`config.mk`:
```
export PLATFORM = sky130hd
export DESIGN_NAME = lowpower_pattern_gen
export DESIGN_NICKNAME = d
export VERILOG_FILES = /design/src/rtl/lowpower_pattern_gen.sv
export SDC_FILE = /design/constraint.sdc
export NUM_CORES = 1
export LEC_CHECK = 0
export ABC_AREA = 1
export BUFFER_PORTS_ARGS = -buffer_cell sky130_fd_sc_hd__buf_2
export CAP_MARGIN = 10
export CORE_MARGIN = 4
export CORE_UTILIZATION = 60
export DETAILED_ROUTE_END_ITERATION = 12
export PLACE_DENSITY = 0.83
export SYNTH_ARGS = -nofsm -noshare
export SYNTH_HDL_FRONTEND = slang
export SYNTH_SLANG_ARGS = --single-unit
```
`constraint.sdc`:
```
create_clock -name clk -period 2.4 [get_ports clk]
set_input_delay 0.36 -clock clk [delete_from_list [all_inputs] [get_ports clk]]
set_output_delay 0.36 -clock clk [all_outputs]
set_load 0.02 [all_outputs]
```
`src/rtl/lowpower_pattern_gen.sv`:
```
module lowpower_pattern_gen #(
  parameter int W = 8
) (
  input  logic         clk,
  input  logic         rst_n,
  input  logic         test_en,
  input  logic         seed_load,
  input  logic [W-1:0] seed,
  output logic [W-1:0] lp_out
);
  localparam int H = W / 2;

  typedef enum logic [1:0] {PH_T, PH_A, PH_B, PH_C} phase_t;

  phase_t       phase;
  logic [W-1:0] q;
  logic         hold;
  logic         fb;
  logic [H-1:0] q_hi, q_lo, d_hi, d_lo, diff_hi, diff_lo, inj_hi, inj_lo;

  assign q_hi    = q[W-1:H];
  assign q_lo    = q[H-1:0];
  assign fb      = q[0] ^ q[W-1];
  assign d_hi    = {fb, q_hi[H-1:1]};
  assign d_lo    = {hold, q_lo[H-1:1]};
  assign diff_hi = d_hi ^ q_hi;
  assign diff_lo = d_lo ^ q_lo;
  assign inj_hi  = (q_hi & ~diff_hi) | ({H{q[0]}} & diff_hi);
  assign inj_lo  = (q_lo & ~diff_lo) | ({H{q[0]}} & diff_lo);

  always_ff @(posedge clk or negedge rst_n) begin
    if (!rst_n) begin
      q      <= '0;
      hold   <= 1'b0;
      phase  <= PH_T;
      lp_out <= '0;
    end else if (seed_load) begin
      q      <= seed;
      hold   <= seed[H];
      phase  <= PH_T;
      lp_out <= seed;
    end else if (test_en) begin
      phase <= phase_t'(phase + 2'd1);
      case (phase)
        PH_T: begin
          q[W-1:H] <= d_hi;
          hold     <= q[H];
          lp_out   <= {d_hi, q_lo};
        end
        PH_A: lp_out <= {q_hi, inj_lo};
        PH_B: begin
          q[H-1:0] <= d_lo;
          lp_out   <= {lp_out[W-1:H], d_lo};
        end
        default: lp_out <= {inj_hi, lp_out[H-1:0]};
      endcase
    end
  end
endmodule

```
### Word level (Yosys, flattened, before mapping)

Index checks and enable logic that the tools add are counted.

| storage, ports and cells | value |
|---|---|
| flip-flop bits (word level) | 19 |
| latch bits | 0 |
| RAM bits | 0 |
| ROM bits | 0 |
| input bits | 12 |
| output and inout port bits | 8 |
| word-level logic and storage cells | 42 |
| memories | 0 |

| operators by class | value |
|---|---|
| add/subtract/negate cells | 1 |
| multipliers | 0 |
| divide/modulo/power cells | 0 |
| $lt $le $gt $ge | 0 |
| equality and inequality tests | 3 |
| shift-type cells | 0 |
| multiplexer cells | 12 |
| bitwise gates (word level) | 11 |
| reduce and logical (&&, ||, !) cells | 9 |

Operators with widths:

| cell | count |
|---|---|
| 8-bit 2-to-1 mux | 4 |
| 8-bit one-hot mux with 3 select lines | 1 |
| 4-bit AND | 4 |
| 4-bit 2-to-1 mux | 2 |
| 4-bit inverter | 2 |
| 4-bit bitwise OR | 2 |
| 2-bit AND reduction | 4 |
| 4-bit bitwise XOR | 2 |
| 2-bit nonzero test | 3 |
| 2-bit 2-to-1 mux | 2 |
| 4-bit nonzero test | 1 |
| 1-bit 2-to-1 mux | 3 |
| 2-bit by 1-bit adder with 2-bit output, second input constant | 1 |
| 2-bit by 1-bit == test with 1-bit output, second input constant | 1 |
| 2-bit == test, second input constant | 1 |
| 2-bit zero test | 1 |
| 2-bit inequality test, second input constant | 1 |
| 1-bit bitwise XOR | 1 |

### Logic depth before layout (Yosys ltp)

| depth | value |
|---|---|
| depth after elaboration | 8 |
| mapped depth | 9 |
| depth with buffers taken out | 8 |

### Worst setup path after synthesis

Ideal clock, no wire load.

| path | value |
|---|---|
| path type | register to register |
| start | register phase[0] |
| end | register lp_out[1] |
| library setup time | 0.121 ns |
| arrival time | 1.284 ns |
| path slack | 0.995 ns |
| stages on the path, launching flop included | 10 |
| buffers on the path | 1 |
| cells stage by stage | dfrtp_1 -> inv_1 -> ha_1 -> buf_6 -> nand2_2 -> nand2_4 -> a21oi_4 -> inv_2 -> nor2_1 -> a21oi_1 |

| on the way | value |
|---|---|
| longest elaborated chain between the ends | 4 |

RTL lines:

| element | RTL line | RTL |
|---|---|---|
| from (decl) | 15 | `phase_t phase;` |
| from (signal assigned) | 43 | `phase <= phase_t'(phase + 2'd1);` |
| 2-bit == test, or another cell as far along | 44 | `case (phase)` |
| 8-bit one-hot mux with 3 select lines | 44 |  |
| 8-bit 2-to-1 mux | 42 | `end else if (test_en) begin` |
| 8-bit 2-to-1 mux | 37 | `end else if (seed_load) begin` |
| to (signal assigned) | 48 | `lp_out <= {d_hi, q_lo};` |
| to (signal assigned) | 50 | `PH_A: lp_out <= {q_hi, inj_lo};` |
| to (signal assigned) | 53 | `lp_out <= {lp_out[W-1:H], d_lo};` |
| to (decl) | 9 | `output logic [W-1:0] lp_out` |

Parallel ways exist; a longest one is shown, timed or not. The select of a mux whose other input is x is not followed.
A chain may end at the register's enable or synchronous reset.

### Worst setup path in the final report

| path | value |
|---|---|
| start | register phase[0] |
| end | register q[6] |

| on the way | value |
|---|---|
| longest elaborated chain between the ends | 3 |

RTL lines:

| element | RTL line | RTL |
|---|---|---|
| 2-bit zero test | 44 |  |
| 2-bit nonzero test (no line) | n/a |  |
| 2-bit AND reduction (no line) | n/a |  |
| to (signal, indexed assignment) | 46 | `q[W-1:H] <= d_hi;` |
| to (signal, indexed assignment) | 52 | `q[H-1:0] <= d_lo;` |
| to (decl) | 16 | `logic [W-1:0] q;` |

No other way between the ends.

==> run summary <==
==============================================================================
Total power divided by cell area                                   587 nW/um^2
Initial antenna violation count                                              0
Worst endpoint data arrival time                                       1.84 ns
CP Cell Sequence                                                  inv_1, ha_1, nand2_2, nand2_4, inv_2, a22oi_1, o31ai_1
Part of the Yosys area used for sequential elements                      0.357
Total number of yosys warnings                                               0
Die area                                                             3040 um^2
Overall Global Routing Usage                                             0.229
Proportion of netlist area held by the largest area contributor          0.357
Worst hold path class                                             input pin to flip-flop
Lkg Pwr                                                               0.814 nW
Result of the run                                                 complete, no violations
Post-Synthesis Mean Instance Area                                    7.01 um^2
Clk sink count                                                              19
Routed wire length                                                     3.06 mm
GRT Residual Overflow                                                        0
Final net count                                                            229
Peak fanout along the critical path                                          9
Top Ports                                                                   20
Setup CP Type                                                     flip-flop to flip-flop
CTS Buf Count                                                                3
Fraction of layout cells with a size suffix above 1                      0.172
Area added between synthesis and finish                                  9.02%
H-tree lvl count                                                             1
Most common library cell in the layout ignoring fill and taps          nand2_1
Final count of hold timing violations                                        0
Hold buffer count at CTS                                                     1
Instance area after placement                                        1410 um^2
Top cell type by total area after synthesis                            dfrtp_1
Most frequent cells in the layout                                 68 x nand2_1, 25 x inv_1, 19 x dfrtp_1, 19 x buf_2, 14 x nor2_1
Stage delay of the slowest cell on the critical path                   0.45 ns
Number of buffers inserted by post-CTS setup repair                          0
# fillers                                                                  185
Worst-Margin Slew                                                     0.442 ns
Crit path required time                                                2.57 ns
Routed length per instance                                             13.0 um
Slowest cell on crit path                                              dfrtp_1
Clock Tree Root                                                       clkbuf_4
Final cell area excluding filler cells                               1450 um^2
Syn Nets                                                                   209
Clock tree from TritonCTS                                                  yes
Clock insertion delay at the later pin of the skew report              0.30 ns
Via count of the routed design                                            1261
IR drop worst, VDD                                                      492 uV
Max transition margin                                                    0.705
Global-route wire length before repair                                 5.02 mm
Number of design rule violations left after detail routing                   0
Area of the core                                                     2040 um^2
Pin count of the biggest net entering global routing                        20
Cell Rows                                                                   16
Number of buffers on the longest clock path                                  2
Port bufs                                                                   19
Final Setup Violations                                                       0
Min cycle time layout                                                  1.67 ns
Initial detailed-routing violation count                                    25
Synthesis-stage register bit count                                          19
Number of antenna-violating nets in the routed design                        0
Maximum achievable frequency                                           598 MHz
Drt first pass iters                                                         4
Horizontal extent of the die                                           55.1 um
Final estimated routing congestion in global placement                   0.909
Initial Utilization                                                      0.652
Total negative slack                                                      0 ns
Element type at the critical path end                                flip-flop
Via-to-Cell Ratio                                                         5.34
Unique masters post-synth                                                   24
Post-CTS sizing                                                              0
RSZ-0062 raised after global routing                                        no
CTS clk-pin slew, worst paths                                          0.11 ns
Diode count                                                                  0
Final clock skew                                                    0.00546 ns
Overall die height                                                     55.1 um
Via count of the first global-routing pass                                1172
Reported max-cap violation count                                             0
Post-route clock period utilization                                      0.696
Pins Over Slew Limit                                                         0
Post-synthesis cell area                                             1330 um^2
Biggest area contributors in the synthesized netlist              dfrtp_1 36%, nand2_1 19%, inv_1 7.0%, ha_1 6.6%, a21oi_1 4.1%
Launching element type of the critical path                          flip-flop
Count of mapped cells out of synthesis                                     190
Post-DP HPWL                                                           2.36 mm
==============================================================================
## registers in the layout (all words and copies together) (netlist names)
name	count
hold	1
lp_out	8
phase	2
q	8
## cells in the mapped netlist, drive strengths merged
| library cell | number |
|---|---|
| o22ai | 2 |
| o21ai | 8 |
| o211ai | 2 |
| nand3 | 11 |
| buf | 5 |
| a22oi | 1 |
| o31ai | 1 |
| dfrtp | 19 |
| nand2 | 73 |
| ha | 7 |
| a21oi | 14 |
| inv | 29 |
| nor2 | 15 |
| nand4 | 3 |
## power breakdown
group          switching (W)  internal [W]  total, W
registers          0.0000407      0.000365  0.000405
clock network       0.000100     0.0000620  0.000162
logic               0.000186     0.0000977  0.000284
total               0.000327      0.000524  0.000852
## worst paths after layout
check	endpoint	slack, ns	cells past startpoint	from
min	q[7]	0.31	3	seed[7]
max reg2reg	q[6]	0.73	7	phase[0]
min in group asynchronous	lp_out[4]	0.53	2	rst_n
min reg2reg	lp_out[0]	0.49	2	lp_out[0]
max	q[6]	0.73	7	phase[0]
max in group asynchronous	q[6]	1.56	2	rst_n
## through the flow
stage	total power, W	setup WS (ns)	hold slack [ns]	utilization	instances
6_report	0.000852	0.729	0.313	0.711	236
4_1_cts	0.000855	0.758	0.313	0.711	236
3_3_place_gp	0.000680	0.901	0.315	0.692	231
3_5_place_dp	0.000692	0.774	0.321	0.692	231
5_1_grt	0.000912	0.613	0.311	0.711	236
2_1_floorplan	0.000612	0.995	0.0644	-	190
## final cells by class
cell class              count  area [um^2]  share of cell area
clock buffers               3         22.5              0.0155
clock inverters             1         5.00             0.00345
inverters                  29          116              0.0802
multi-input cells         137          693               0.478
flip-flops and latches     19          475               0.328
well taps                  27         33.8              0.0233
repair buffers             20          105              0.0724
## routing by layer
metal,vias up,track usage,share of wire
li1,630,-,-
met1,583,0.275,0.42
met2,42,0.398,0.52
met3,6,0.0563,0.053
met4,0,0.0769,0.0075
met5,-,0,0
## logic make-up (layout without fill, tap and decap cells)
| family | after synthesis | after routing | share of synthesized area |
|---|---|---|---|
| flops | 19 | 19 | 0.357 |
| simple gates | 102 | 102 | 0.326 |
| buf+inv | 34 | 53 | 0.122 |
| compound gates | 28 | 28 | 0.129 |
| fa+ha+maj | 7 | 7 | 0.0658 |
## critical path, delay by kind of cell, from the launching register on
kind / cells / cell delay, ns
flops: 1 / 0.45
simple gates: 2 / 0.28
buf+inv: 2 / 0.21
compound gates: 2 / 0.26
fa+ha+maj: 1 / 0.36
(Power assumes the default switching activity.)
